`config.mk`:
```
export PLATFORM = sky130hd
export DESIGN_NAME = fp2int_trunc
export DESIGN_NICKNAME = d
export VERILOG_FILES = /design/src/rtl/fp2int_pkg.sv /design/src/rtl/fp2int_unpack.sv /design/src/rtl/fp2int_sat.sv /design/src/rtl/fp2int_trunc.sv
export SDC_FILE = /design/constraint.sdc
export NUM_CORES = 1
export LEC_CHECK = 0
export BUFFER_PORTS_ARGS = -buffer_cell sky130_fd_sc_hd__buf_4
export CAP_MARGIN = 20
export CORE_MARGIN = 3
export CORE_UTILIZATION = 37
export DETAILED_ROUTE_END_ITERATION = 8
export SLEW_MARGIN = 40
export SYNTH_ARGS = -nofsm -noshare
export SYNTH_HDL_FRONTEND = slang
export SYNTH_SLANG_ARGS = --single-unit
export TNS_END_PERCENT = 20
```
`constraint.sdc`:
```
create_clock -name clk -period 0.9 [get_ports clk]
set_input_delay 0.045 -clock clk [delete_from_list [all_inputs] [get_ports clk]]
set_output_delay 0.045 -clock clk [all_outputs]
set_load 0.005 [all_outputs]
```
`src/rtl/fp2int_pkg.sv`:
```
package fp2int_pkg;
  localparam int OP_W  = 64;          // raw operand width
  localparam int SIG_W = 53;          // aligned significand incl. hidden bit
  localparam int EXP_W = 13;          // unbiased exponent, two's complement
  localparam int RES_W = 64;          // widest integer result
  localparam int NARROW_W = RES_W / 2;
  localparam int SH_W  = $clog2(RES_W);

  typedef enum logic [1:0] {
    FMT_SGL = 2'b00,
    FMT_DBL = 2'b01,
    FMT_RSV = 2'b10,
    FMT_HLF = 2'b11
  } fmt_e;

  typedef struct packed {
    logic             sign;
    logic [EXP_W-1:0] exp;     // unbiased
    logic [SIG_W-1:0] sig;     // 1.fraction, left aligned
    logic             nan;
    logic             inf;
    logic             zsub;    // zero or subnormal
    logic             sub_nz;  // nonzero subnormal
    logic             bad;     // reserved format code
  } unpk_t;

  // Places the significand so that the integer part lands in the top
  // RES_W bits of the window; returns {fraction_lost, magnitude}.
  function automatic logic [RES_W:0] shift_int(input logic [SIG_W-1:0] sig,
                                               input logic [SH_W-1:0]  e);
    logic [SIG_W+RES_W-1:0] win;
    win = {{RES_W{1'b0}}, sig} << e;
    return {|win[SIG_W-2:0], win[SIG_W+RES_W-2:SIG_W-1]};
  endfunction

  // Largest magnitude that a result of the chosen width may reach (2^(W-1)).
  function automatic logic [RES_W-1:0] lim_of(input logic wide);
    return wide ? (RES_W'(1) << (RES_W-1)) : (RES_W'(1) << (NARROW_W-1));
  endfunction
endpackage

```
`src/rtl/fp2int_unpack.sv`:
```
module fp2int_unpack
  import fp2int_pkg::*;
(
  input  logic [OP_W-1:0] op_bits,
  input  logic [1:0]      fmt_sel,
  output unpk_t           fields
);
  // One layout per precision: exponent width, fraction width, bias.
  function automatic unpk_t split_fp(input logic [OP_W-1:0] b, input logic [1:0] f);
    unpk_t u;
    u = '0;
    case (fmt_e'(f))
      FMT_HLF: begin
        u.sign   = b[15];
        u.exp    = EXP_W'(b[14:10]) - EXP_W'(15);
        u.sig    = {1'b1, b[9:0], {(SIG_W-11){1'b0}}};
        u.nan    = (&b[14:10]) && (|b[9:0]);
        u.inf    = (&b[14:10]) && !(|b[9:0]);
        u.zsub   = !(|b[14:10]);
        u.sub_nz = !(|b[14:10]) && (|b[9:0]);
      end
      FMT_SGL: begin
        u.sign   = b[31];
        u.exp    = EXP_W'(b[30:23]) - EXP_W'(127);
        u.sig    = {1'b1, b[22:0], {(SIG_W-24){1'b0}}};
        u.nan    = (&b[30:23]) && (|b[22:0]);
        u.inf    = (&b[30:23]) && !(|b[22:0]);
        u.zsub   = !(|b[30:23]);
        u.sub_nz = !(|b[30:23]) && (|b[22:0]);
      end
      FMT_DBL: begin
        u.sign   = b[63];
        u.exp    = EXP_W'(b[62:52]) - EXP_W'(1023);
        u.sig    = {1'b1, b[51:0]};
        u.nan    = (&b[62:52]) && (|b[51:0]);
        u.inf    = (&b[62:52]) && !(|b[51:0]);
        u.zsub   = !(|b[62:52]);
        u.sub_nz = !(|b[62:52]) && (|b[51:0]);
      end
      default: u.bad = 1'b1;
    endcase
    return u;
  endfunction

  assign fields = split_fp(op_bits, fmt_sel);
endmodule

```
`src/rtl/fp2int_sat.sv`:
```
module fp2int_sat
  import fp2int_pkg::*;
(
  input  unpk_t            fields,
  input  logic             wide_sel,
  output logic [RES_W-1:0] res,
  output logic             invalid,
  output logic             inexact,
  output logic             ovf
);
  logic [RES_W-1:0] mag, lim, val;
  logic             lost, frac_only, big;

  assign {lost, mag} = shift_int(fields.sig, fields.exp[SH_W-1:0]);
  assign lim       = lim_of(wide_sel);
  assign frac_only = fields.exp[EXP_W-1];                        // |value| < 1
  assign big       = !fields.exp[EXP_W-1] && (|fields.exp[EXP_W-2:SH_W]);

  always_comb begin
    ovf = !fields.nan && !fields.bad && !fields.zsub &&
          (fields.inf || big ||
           (!frac_only && (fields.sign ? (mag > lim) : (mag >= lim))));
    invalid = fields.bad || fields.nan || ovf;
    inexact = !invalid && !fields.inf &&
              (fields.zsub ? fields.sub_nz : (frac_only || lost));
    val = fields.sign ? (~mag + RES_W'(1)) : mag;
    if (fields.bad || fields.nan || fields.zsub || (frac_only && !ovf))
      res = '0;
    else if (ovf)
      res = fields.sign ? lim : (lim - RES_W'(1));
    else if (wide_sel)
      res = val;
    else
      res = {{(RES_W-NARROW_W){1'b0}}, val[NARROW_W-1:0]};
  end
endmodule

```
`src/rtl/fp2int_trunc.sv`:
```
module fp2int_trunc
  import fp2int_pkg::*;
(
  input  logic             clk,
  input  logic             rst_n,
  input  logic             in_valid,
  input  logic [OP_W-1:0]  in_bits,
  input  logic [1:0]       fmt_sel,
  input  logic             wide_sel,
  input  logic             trap_en,
  input  logic             flag_clr,
  output logic             out_valid,
  output logic [RES_W-1:0] out_int,
  output logic             flag_invalid,
  output logic             flag_inexact,
  output logic             trap_req
);
  unpk_t            fields;
  logic [RES_W-1:0] cv_res;
  logic             cv_inv, cv_inx, cv_ovf;

  fp2int_unpack u_unpack (.op_bits(in_bits), .fmt_sel(fmt_sel), .fields(fields));
  fp2int_sat    u_sat    (.fields(fields), .wide_sel(wide_sel), .res(cv_res),
                          .invalid(cv_inv), .inexact(cv_inx), .ovf(cv_ovf));

  // Named events for the flag and trap logic and for the checks below.
  logic ev_inv_flag, ev_inv_trap, ev_inx, ev_nan;
  assign ev_inv_flag = in_valid && cv_inv && !trap_en;
  assign ev_inv_trap = in_valid && cv_inv &&  trap_en;
  assign ev_inx      = in_valid && cv_inx;
  assign ev_nan      = in_valid && fields.nan;

  always_ff @(posedge clk or negedge rst_n) begin
    if (!rst_n) begin
      out_valid    <= 1'b0;
      out_int      <= '0;
      flag_invalid <= 1'b0;
      flag_inexact <= 1'b0;
      trap_req     <= 1'b0;
    end else begin
      out_valid    <= in_valid;
      if (in_valid) out_int <= cv_res;
      flag_invalid <= (flag_invalid && !flag_clr) || ev_inv_flag;
      flag_inexact <= (flag_inexact && !flag_clr) || ev_inx;
      trap_req     <= ev_inv_trap;
    end
  end

  a_r11_valid_follows: assert property (@(posedge clk) disable iff (!rst_n)
    in_valid |=> out_valid);
  a_r11_no_spurious: assert property (@(posedge clk) disable iff (!rst_n)
    !in_valid |=> !out_valid);
  a_r11_hold: assert property (@(posedge clk) disable iff (!rst_n)
    !in_valid |=> $stable(out_int));
  a_r7_flag_excl: assert property (@(posedge clk) disable iff (!rst_n)
    !(cv_inv && cv_inx));
  a_r5_nan_zero: assert property (@(posedge clk) disable iff (!rst_n)
    ev_nan |=> (out_int == '0));
  a_r6_ovf_invalid: assert property (@(posedge clk) disable iff (!rst_n)
    (in_valid && cv_ovf && !trap_en) |=> flag_invalid);
  a_r9_sticky: assert property (@(posedge clk) disable iff (!rst_n)
    (flag_invalid && !flag_clr) |=> flag_invalid);
  a_r9_clear: assert property (@(posedge clk) disable iff (!rst_n)
    (flag_clr && !in_valid) |=> (!flag_invalid && !flag_inexact));
  a_r10_trap_cause: assert property (@(posedge clk) disable iff (!rst_n)
    trap_req |-> $past(in_valid && trap_en));
  a_r10_no_flag_on_trap: assert property (@(posedge clk) disable iff (!rst_n)
    trap_req |-> !$rose(flag_invalid));
endmodule

```
==> results by group, run 1 <==
Global route
  • Initial antenna violation count: 1
  • Met2 Use GR: 0.5431
  • Largest net degree at the start of global routing: between 40 and 50
  • Total GRT Usage: 0.3739
  • Vias in the first global route: 15950
  • Top Usage Layer GRT: met2
  • M3 GR Usage: 0.1015
  • First-pass GRT wire length: 96300 um
  • Final global-route overflow total: 0
  • GRT met1 Usage: 0.5383

Placed design
  • Port Buf Inserts: 139
  • HPWL Detailed: 53160 um
  • Post-place instance area: 17740 um2
  • Routability cong.: 1.037
  • Dpl ws: -3.912 ns
  • Placed cells: 2604

Critical path
  • Crit-path max FO: 8
  • CP Data Required Time: approximately 1.1 ns
  • CP arrival: ~4.5 ns
  • Setup CP Type: input port to flop
  • Worst setup SP type: input port
  • Crit end category: flop

Cells and area
  • Diode count: 0
  • Finished Layout Cells: 2664
  • Core Util, Final: 0.6481
  • Most common library cell in the layout ignoring fill and taps: buf_4
  • Fin area: slightly below 20000 um2
  • Most frequent cells in the layout: 748 x buf_4, 137 x nand2_1, 111 x nor2_1
  • Nets@finish: 2353
  • P&R area growth vs syn: 70.16%
  • Number of fill cells: ~2700
  • Share of cells above drive strength 1: 0.4802

Synthesis
  • FF+latch count, synth: 68
  • Syn nets: 1616
  • Syn avg cell area: 7.486 um2
  • Seq/Total Area, Yosys: 0.1484
  • Synth warnings: 0
  • Synthesized cell area: 11470 um2
  • Main synth FF type: dfrtp_1
  • Library cells used by synthesis: 109
  • Cells after Synth: 1532
  • Async SR Flop Fraction: 1.000
  • Number of synthesized flops with an enable pin: 0

Floorplanning
  • Die area: ~33000 um2
  • Die Span X: 182.1 um
  • DIE HEIGHT: 182.1 um
  • Initial Util: 0.3809
  • Core Rows: 63
  • IO Count: between 100 and 150
  • CORE AREA: 30110 um2

Detailed routing
  • Initial detailed-routing violation count: 2003
  • Routed WL per cell: 24.53 um
  • DRC Markers: 0
  • Via-to-Cell Ratio: ~6.3
  • Vias: 16670
  • Remaining antenna violation count: 0
  • Drt pass-1 iters: 6
  • WL final: 65340 um

Power and ir drop
  • Leakage power: 8.807 nW
  • Power Total: 26.76 mW
  • Maximum vdd drop: 0.8791 mV
  • Pwr Density: ~1400 nW/um2

STA
  • Worst Slack Setup Final: -3.330 ns
  • Setup Skew: 0 ns
  • WHS: approximately 0.14 ns
  • Endpoints failing hold: 0
  • Worst slew pin tran: approximately 0.80 ns
  • Max-slew headroom: 0.4671
  • Peak Freq: 0.2364 GHz
  • Final slew viol count: 0
  • Final setup viols: 124
  • Unrepaired setup endpoints after global routing: true
  • Total negative slack: -218.80 ns
  • Fin crit period: 4.230 ns
  • Final Cycle Share: 4.700

Flow run
  • Max_cap viols: 0

Clock network
  • TritonCTS buffer count: 9
  • H-tree Lvls: 3
  • Clock Latency Late Sink: 0.36 ns
  • Root Buffer: clkbuf_16
  • Max clock buf depth: 2
  • CTS tree: done
  • Clock sinks: between 60 and 70
  • CTS clk-pin slew, worst paths: 0.06 ns

Status
  • Status: finished with violations
  • Failing checks: negative setup slack

Hold path
  • Hold crit path type: input port to async pin
power breakdown:
part | leakage, nW | internal, mW | switching [mW]
Combinational | 7.76 | 9.37 | 9.92
Sequential | 0.901 | 3.53 | 0.364
Clock | 0.142 | 2.14 | 1.44
per-layer routing:
metal | up-vias | wire (um)
met2 | 952 | 27240
met1 | 8143 | 28940
met3 | 121 | 7175
met5 | - | 69
li1 | 7453 | -
met4 | 4 | 1909
kinds of logic after synthesis:
family,Yosys count,synth area share
muxes,156,0.1528
and+or+nand+nor,535,0.2366
AOI/OAI and AO/OA,528,0.3368
buffers and inverters,193,0.08106
adders and majority gates,12,0.01309
xor gates and xnor gates,40,0.03120
DFF,68,0.1484
cell type report:
type | instances | area (um2) | area share
repair buffers | 854 | 6987 | 0.3580
clock buffers | 10 | 229.0 | 0.01173
multi-input cells | 1272 | 9792 | 0.5018
flip-flops and latches | 68 | 1702 | 0.08720
well taps | 390 | 488.0 | 0.02500
clock inverters | 6 | 65.06 | 0.003334
inverters | 64 | 252.7 | 0.01295
critical path, stage by stage:
cell	delay, ns
buf_12	0.09
inv_6	0.03
ha_4	0.30
mux2_4	0.22
mux4_2	0.58
a22o_4	0.27
mux2i_2	0.16
buf_4	0.16
nor3_2	0.04
a221o_1	0.32
a2111o_1	0.32
nand4bb_4	0.23
or4_4	0.55
o31ai_4	0.39
a21oi_2	0.14
buf_6	0.16
a22o_1	0.18
a221o_1	0.26
synth_stat cells, drive strengths merged, types with 13 or more instances:
| cell | count | area share |
|---|---|---|
| inv | 64 | 0.021 |
| nand2 | 144 | 0.048 |
| clkbuf | 47 | 0.016 |
| o22ai | 39 | 0.022 |
| a21oi | 72 | 0.032 |
| a221o | 15 | 0.013 |
| o221ai | 49 | 0.037 |
| o21ai | 93 | 0.041 |
| and3 | 13 | 0.0071 |
| xor2 | 21 | 0.017 |
| o211ai | 20 | 0.014 |
| a211oi | 22 | 0.015 |
| a21o | 15 | 0.0099 |
| nand3 | 61 | 0.027 |
| o2bb2ai | 15 | 0.011 |
| nor2 | 117 | 0.039 |
| mux2 | 28 | 0.028 |
| mux2i | 118 | 0.11 |
| nor3 | 55 | 0.024 |
| xnor2 | 19 | 0.015 |
| and2 | 17 | 0.0093 |
| dfrtp | 68 | 0.15 |
| nor4 | 28 | 0.018 |
| nand4 | 14 | 0.0087 |
| buf | 82 | 0.044 |
| a31oi | 22 | 0.013 |
repair_timing:
action | in CTS | in global routing
pin swaps | 31 | 18
hold buffers | 3 | 0
gates resized for setup | 181 | 67
gates cloned | 1 | 4
setup buffers | 24 | 11
endpoints found under the setup margin | 134 | 133
endpoints found under the hold margin | 70 | 0
sequential cells by signal (all words and copies together) (netlist names):
| signal | count |
|---|---|
| out_int | 64 |
| trap_req | 1 |
| out_valid | 1 |
| flag_invalid | 1 |
| flag_inexact | 1 |
worst paths after layout:
path | startpoint | slack [ns] | cells after the start | end
setup / recovery | in_bits[52] | -3.33 | 18 | out_int[17]$_DFFE_PN0P_
hold / removal | rst_n | 0.14 | 2 | flag_invalid$_DFF_PN0_
setup reg to reg | out_int[20]$_DFFE_PN0P_ | -0.06 | 2 | out_int[20]$_DFFE_PN0P_
hold reg to reg | flag_inexact$_DFF_PN0_ | 0.51 | 2 | flag_inexact$_DFF_PN0_
max in group asynchronous | rst_n | 0.30 | 3 | out_int[52]$_DFFE_PN0P_
min in group clk | wide_sel | 0.23 | 4 | out_int[63]$_DFFE_PN0P_
Note: power is estimated with default switching activity, not from simulation.
==> inputs of run 2 (changes only) <==
--- a/config.mk
+++ b/config.mk
@@ -5,11 +5,14 @@
 export SDC_FILE = /design/constraint.sdc
 export NUM_CORES = 1
 export LEC_CHECK = 0
+export ABC_AREA = 1
 export BUFFER_PORTS_ARGS = -buffer_cell sky130_fd_sc_hd__buf_4
 export CAP_MARGIN = 20
+export CORE_ASPECT_RATIO = 1.4
 export CORE_MARGIN = 3
 export CORE_UTILIZATION = 37
 export DETAILED_ROUTE_END_ITERATION = 8
+export GPL_TIMING_DRIVEN = 0
 export SLEW_MARGIN = 40
 export SYNTH_ARGS = -nofsm -noshare
 export SYNTH_HDL_FRONTEND = slang
==> results by group, run 2 <==
Detailed routing
  • Initial detailed-routing violation count: 1365 (-32%)
  • Routed WL per cell: 25.59 um (+4.3%)
  • Via-to-Cell Ratio: 6.035 (-3.6%)
  • WL final: 70360 um (+7.7%)
  • Vias: 16600 (-0.46%)
  • Drt pass-1 iters: 9 (+3)
  • DRC Markers: 2 (+2)
  • Remaining antenna violation count: 0 (unchanged)

Floorplanning
  • Initial Util: 0.3775 (-0.003395)
  • Core Rows: 75 (+19%)
  • Die area: 33000 um2 (-0.43%)
  • IO Count: 140 (unchanged)
  • CORE AREA: 30220 um2 (+0.35%)
  • DIE HEIGHT: 213.7 um (+17%)
  • Die Span X: 154.4 um (-15%)

Hold path
  • Hold worst-path end: flag_invalid$_DFF_PN0_
  • Hold crit path type: input port to flop
  • Hold path startpoint: in_valid
  • Hold path cells: 3

Global route
  • Total GRT Usage: 0.4060 (+0.03204)
  • First-pass GRT wire length: 100300 um (+4.1%)
  • Largest net degree at the start of global routing: 69 (+44%)
  • Vias in the first global route: 16380 (+2.7%)
  • Initial antenna violation count: 1 (unchanged)
  • M3 GR Usage: 0.05471 (-0.04674)
  • GRT met1 Usage: 0.3595 (-0.1788)
  • Final global-route overflow total: 0 (unchanged)
  • Met2 Use GR: 0.7316 (+0.1885)
  • Top Usage Layer GRT: met2

Critical path
  • Worst setup SP type: input port
  • Crit end category: flop
  • CP Data Required Time: 1.19 ns (+0.05 ns)
  • Setup CP Type: input port to flop
  • Worst reg2reg path endpoint: out_int[39]$_DFFE_PN0P_
  • Crit-path max FO: 10 (+2)
  • R2R depth: 2 (unchanged)
  • Critical R2R Launch: out_int[39]$_DFFE_PN0P_
  • FF-to-FF setup slack: 0.21 ns (+0.27 ns)
  • CP arrival: 3.81 ns (-0.66 ns)

STA
  • Endpoints failing hold: 1 (+1)
  • Setup Skew: 0 ns (unchanged)
  • Final Cycle Share: 3.901 (-0.7994)
  • Unrepaired setup endpoints after global routing: true
  • Peak Freq: 0.2848 GHz (+20%)
  • Worst Slack Setup Final: -2.611 ns (+0.7194 ns)
  • Max-slew headroom: 0.4945 (+0.02741)
  • WHS: -0.005532 ns (-0.1450 ns)
  • Final slew viol count: 0 (unchanged)
  • Final setup viols: 133 (+7.3%)
  • Worst slew pin tran: 0.7583 ns (-0.04111 ns)
  • Fin crit period: 3.511 ns (-0.7194 ns)

Cells and area
  • Area occupied by multi-input gates: 10230 um2 (+4.5%)
  • P&R area growth vs syn: 44.62%
  • Most common library cell in the layout ignoring fill and taps: nand2_1
  • Number of fill cells: 3072 (+14%)
  • Core Util, Final: 0.5459 (-0.1022)
  • Most frequent cells in the layout: 633 x nand2_1, 464 x nand3_1, 154 x nand3_2
  • Fin area: 16500 um2 (-15%)
  • Share of cells above drive strength 1: 0.2920 (-0.1882)
  • Largest reg by FF count: out_int
  • FF+latch area: 1702 um2 (unchanged)
  • Largest register FFs: 64 (unchanged)
  • Nets@finish: 2442 (+3.8%)

Synthesis
  • Cells after Synth: 2139 (+40%)
  • Syn avg cell area: 5.332 um2 (-29%)
  • Number of synthesized flops with an enable pin: 0 (unchanged)
  • Synth warnings: 0 (unchanged)
  • Synth area leader: nand3_1
  • Multiplexer share of the synthesized area: 0 (-0.1528)
  • Library cells used by synthesis: 48 (-56%)
  • Syn nets: 2223 (+38%)
  • Top-count cell post-synth: nand2_1
  • Xor/xnor share of the synthesized area: 0.02304 (-0.008166)
  • Synthesized cell area: 11410 um2 (-0.55%)
  • Main synth FF type: dfrtp_1
  • Seq/Total Area, Yosys: 0.1492 (+0.0008138)
  • Yosys top cell area share: 0.2861 (+0.1377)
  • Post-Synth Simple-Gate Area: 0.6531 (+0.4165)
  • Main combinational cell family by area after synthesis: simple AND/OR/NAND/NOR gates
  • Post-Synth Adder-Cell Area: 0.01316 (+0.00007181)
  • Post-synth top cells: 711 x nand2_1, 652 x nand3_1, 158 x inv_1
  • FF+latch count, synth: 68 (unchanged)
  • Area fraction in compound gates after synthesis: 0.04509 (-0.2917)
  • Async SR Flop Fraction: 1.000 (unchanged)
  • Leading post-synthesis cells by cell area: nand3_1 29%, nand2_1 23%, dfrtp_1 15%

Placed design
  • Post-place instance area: 13100 um2 (-26%)
  • Routability cong.: 1.084 (+4.5%)
  • Port Buf Inserts: 137 (-1.4%)
  • HPWL Detailed: 56890 um (+7.0%)
  • Dpl ws: -3.739 ns (+0.1728 ns)

Power and ir drop
  • Leakage power: 8.351 nW (-5.2%)
  • Maximum vdd drop: 1.152 mV (+31%)
  • Power Total: 26.78 mW (about the same)
  • Pwr Density: 1623 nW/um2 (+18%)

Clock network
  • CTS clk-pin slew, worst paths: 0.06 ns (about the same)
  • Clock sinks: 68 (unchanged)
  • Root Buffer: clkbuf_16
  • CTS tree: done
  • Clock Latency Late Sink: 0.36 ns (about the same)
  • H-tree Lvls: 3 (unchanged)
  • Max clock buf depth: 2 (unchanged)
  • TritonCTS buffer count: 9 (unchanged)

Flow run
  • Max_cap viols: 0 (unchanged)

Status
  • Status: finished with violations
  • Failing checks: design-rule violations, negative hold slack, negative setup slack
-- run 2: cell count changes in the layout (fill, tap and decap cells not counted), moves of 55 or more --
cell / change
buf_4: -619
nand2_2: +63
a21oi_1: -55
mux2i_1: -105
nand2_1: +496
nand3_2: +153
inv_1: +88
nand3_1: +404
-- run 2: final cells by class --
type / instances / area share
Inverter: 173 / 0.04043
Antenna cell: 2 / 0.0003034
Clock buffer: 9 / 0.01365
Sequential cell: 68 / 0.1032
Buffer: 122 / 0.06553
Multi-Input combinational cell: 1776 / 0.6204
Tap cell: 385 / 0.02920
Timing Repair Buffer: 208 / 0.1213
Clock inverter: 7 / 0.005992
-- run 2: cells by family (layout without fill, tap and decap cells) --
kind of cell	after synthesis	after routing
fa+ha+maj	12	12
buf+inv	295	519
flops	68	68
other cells	0	2
compound gates	79	79
simple gates	1655	1655
xor+xnor	30	30
-- run 2: through the flow --
stage	TNS, ns	instances
after floorplan	-137.13	2139
after global placement	-240.85	2661
after detailed placement	-242.77	2661
after CTS	-160.95	2720
after global routing	-177.53	2750
final	-168.80	2750
-- run 2: worst max-delay path by stage --
stage | startpoint | end | slack, ns
2_1_floorplan | in_bits[52] | out_int[49]$_DFFE_PN0P_ | -2.07
3_3_place_gp | fmt_sel[0] | out_int[44]$_DFFE_PN0P_ | -3.71
3_5_place_dp | fmt_sel[0] | out_int[36]$_DFFE_PN0P_ | -3.74
4_1_cts | in_bits[52] | out_int[44]$_DFFE_PN0P_ | -2.44
5_1_grt | fmt_sel[0] | out_int[50]$_DFFE_PN0P_ | -2.69
6_report | fmt_sel[0] | out_int[50]$_DFFE_PN0P_ | -2.61
-- run 2: what timing repair did --
item / 4_1_cts / 5_1_grt
cloned: 3 / 2
pin swaps: 40 / 61
hold endpoints to repair: 72 / 68
gates resized for setup: 357 / 236
hold buffers: 3 / 1
setup buffers: 37 / 25
endpoints found under the setup margin: 134 / 135
-- run 2: worst max-delay path, stage by stage --
cell and delay (ns):
buf_8 0.14, nor2_4 0.20, buf_8 0.18, inv_2 0.08, nor2_1 0.10, nand2_1 0.09
nand3_4 0.14, buf_12 0.18, buf_12 0.16, clkbuf_4 0.26, nand3_1 0.11, nand2_1 0.18
nand3_4 0.15, nand2_2 0.18, nor2_4 0.07, nand2_2 0.12, nor2_4 0.07, nand2_2 0.10
nor2_2 0.04, nand3_2 0.06, nand2_2 0.07, o21bai_4 0.28, nand2_2 0.13, buf_12 0.18
buf_8 0.13, nand2_1 0.08, nand3_1 0.11, nand2_1 0.11
-- run 2: layer usage --
layer	routed length (um)	share of wire	up-vias
met4	10220	0.15	0
met5	0	0	-
met2	34900	0.50	977
li1	-	-	7566
met1	21160	0.30	7634
met3	4075	0.058	420
-- run 2: report_power, final --
group / total [mW] / switching (mW) / leakage [nW] / internal (mW)
registers: 4.23 / 0.505 / 0.879 / 3.73
clock network: 3.97 / 1.52 / 0.156 / 2.44
logic: 18.6 / 11.8 / 7.32 / 6.79
total: 26.8 / 13.8 / 8.35 / 13.0
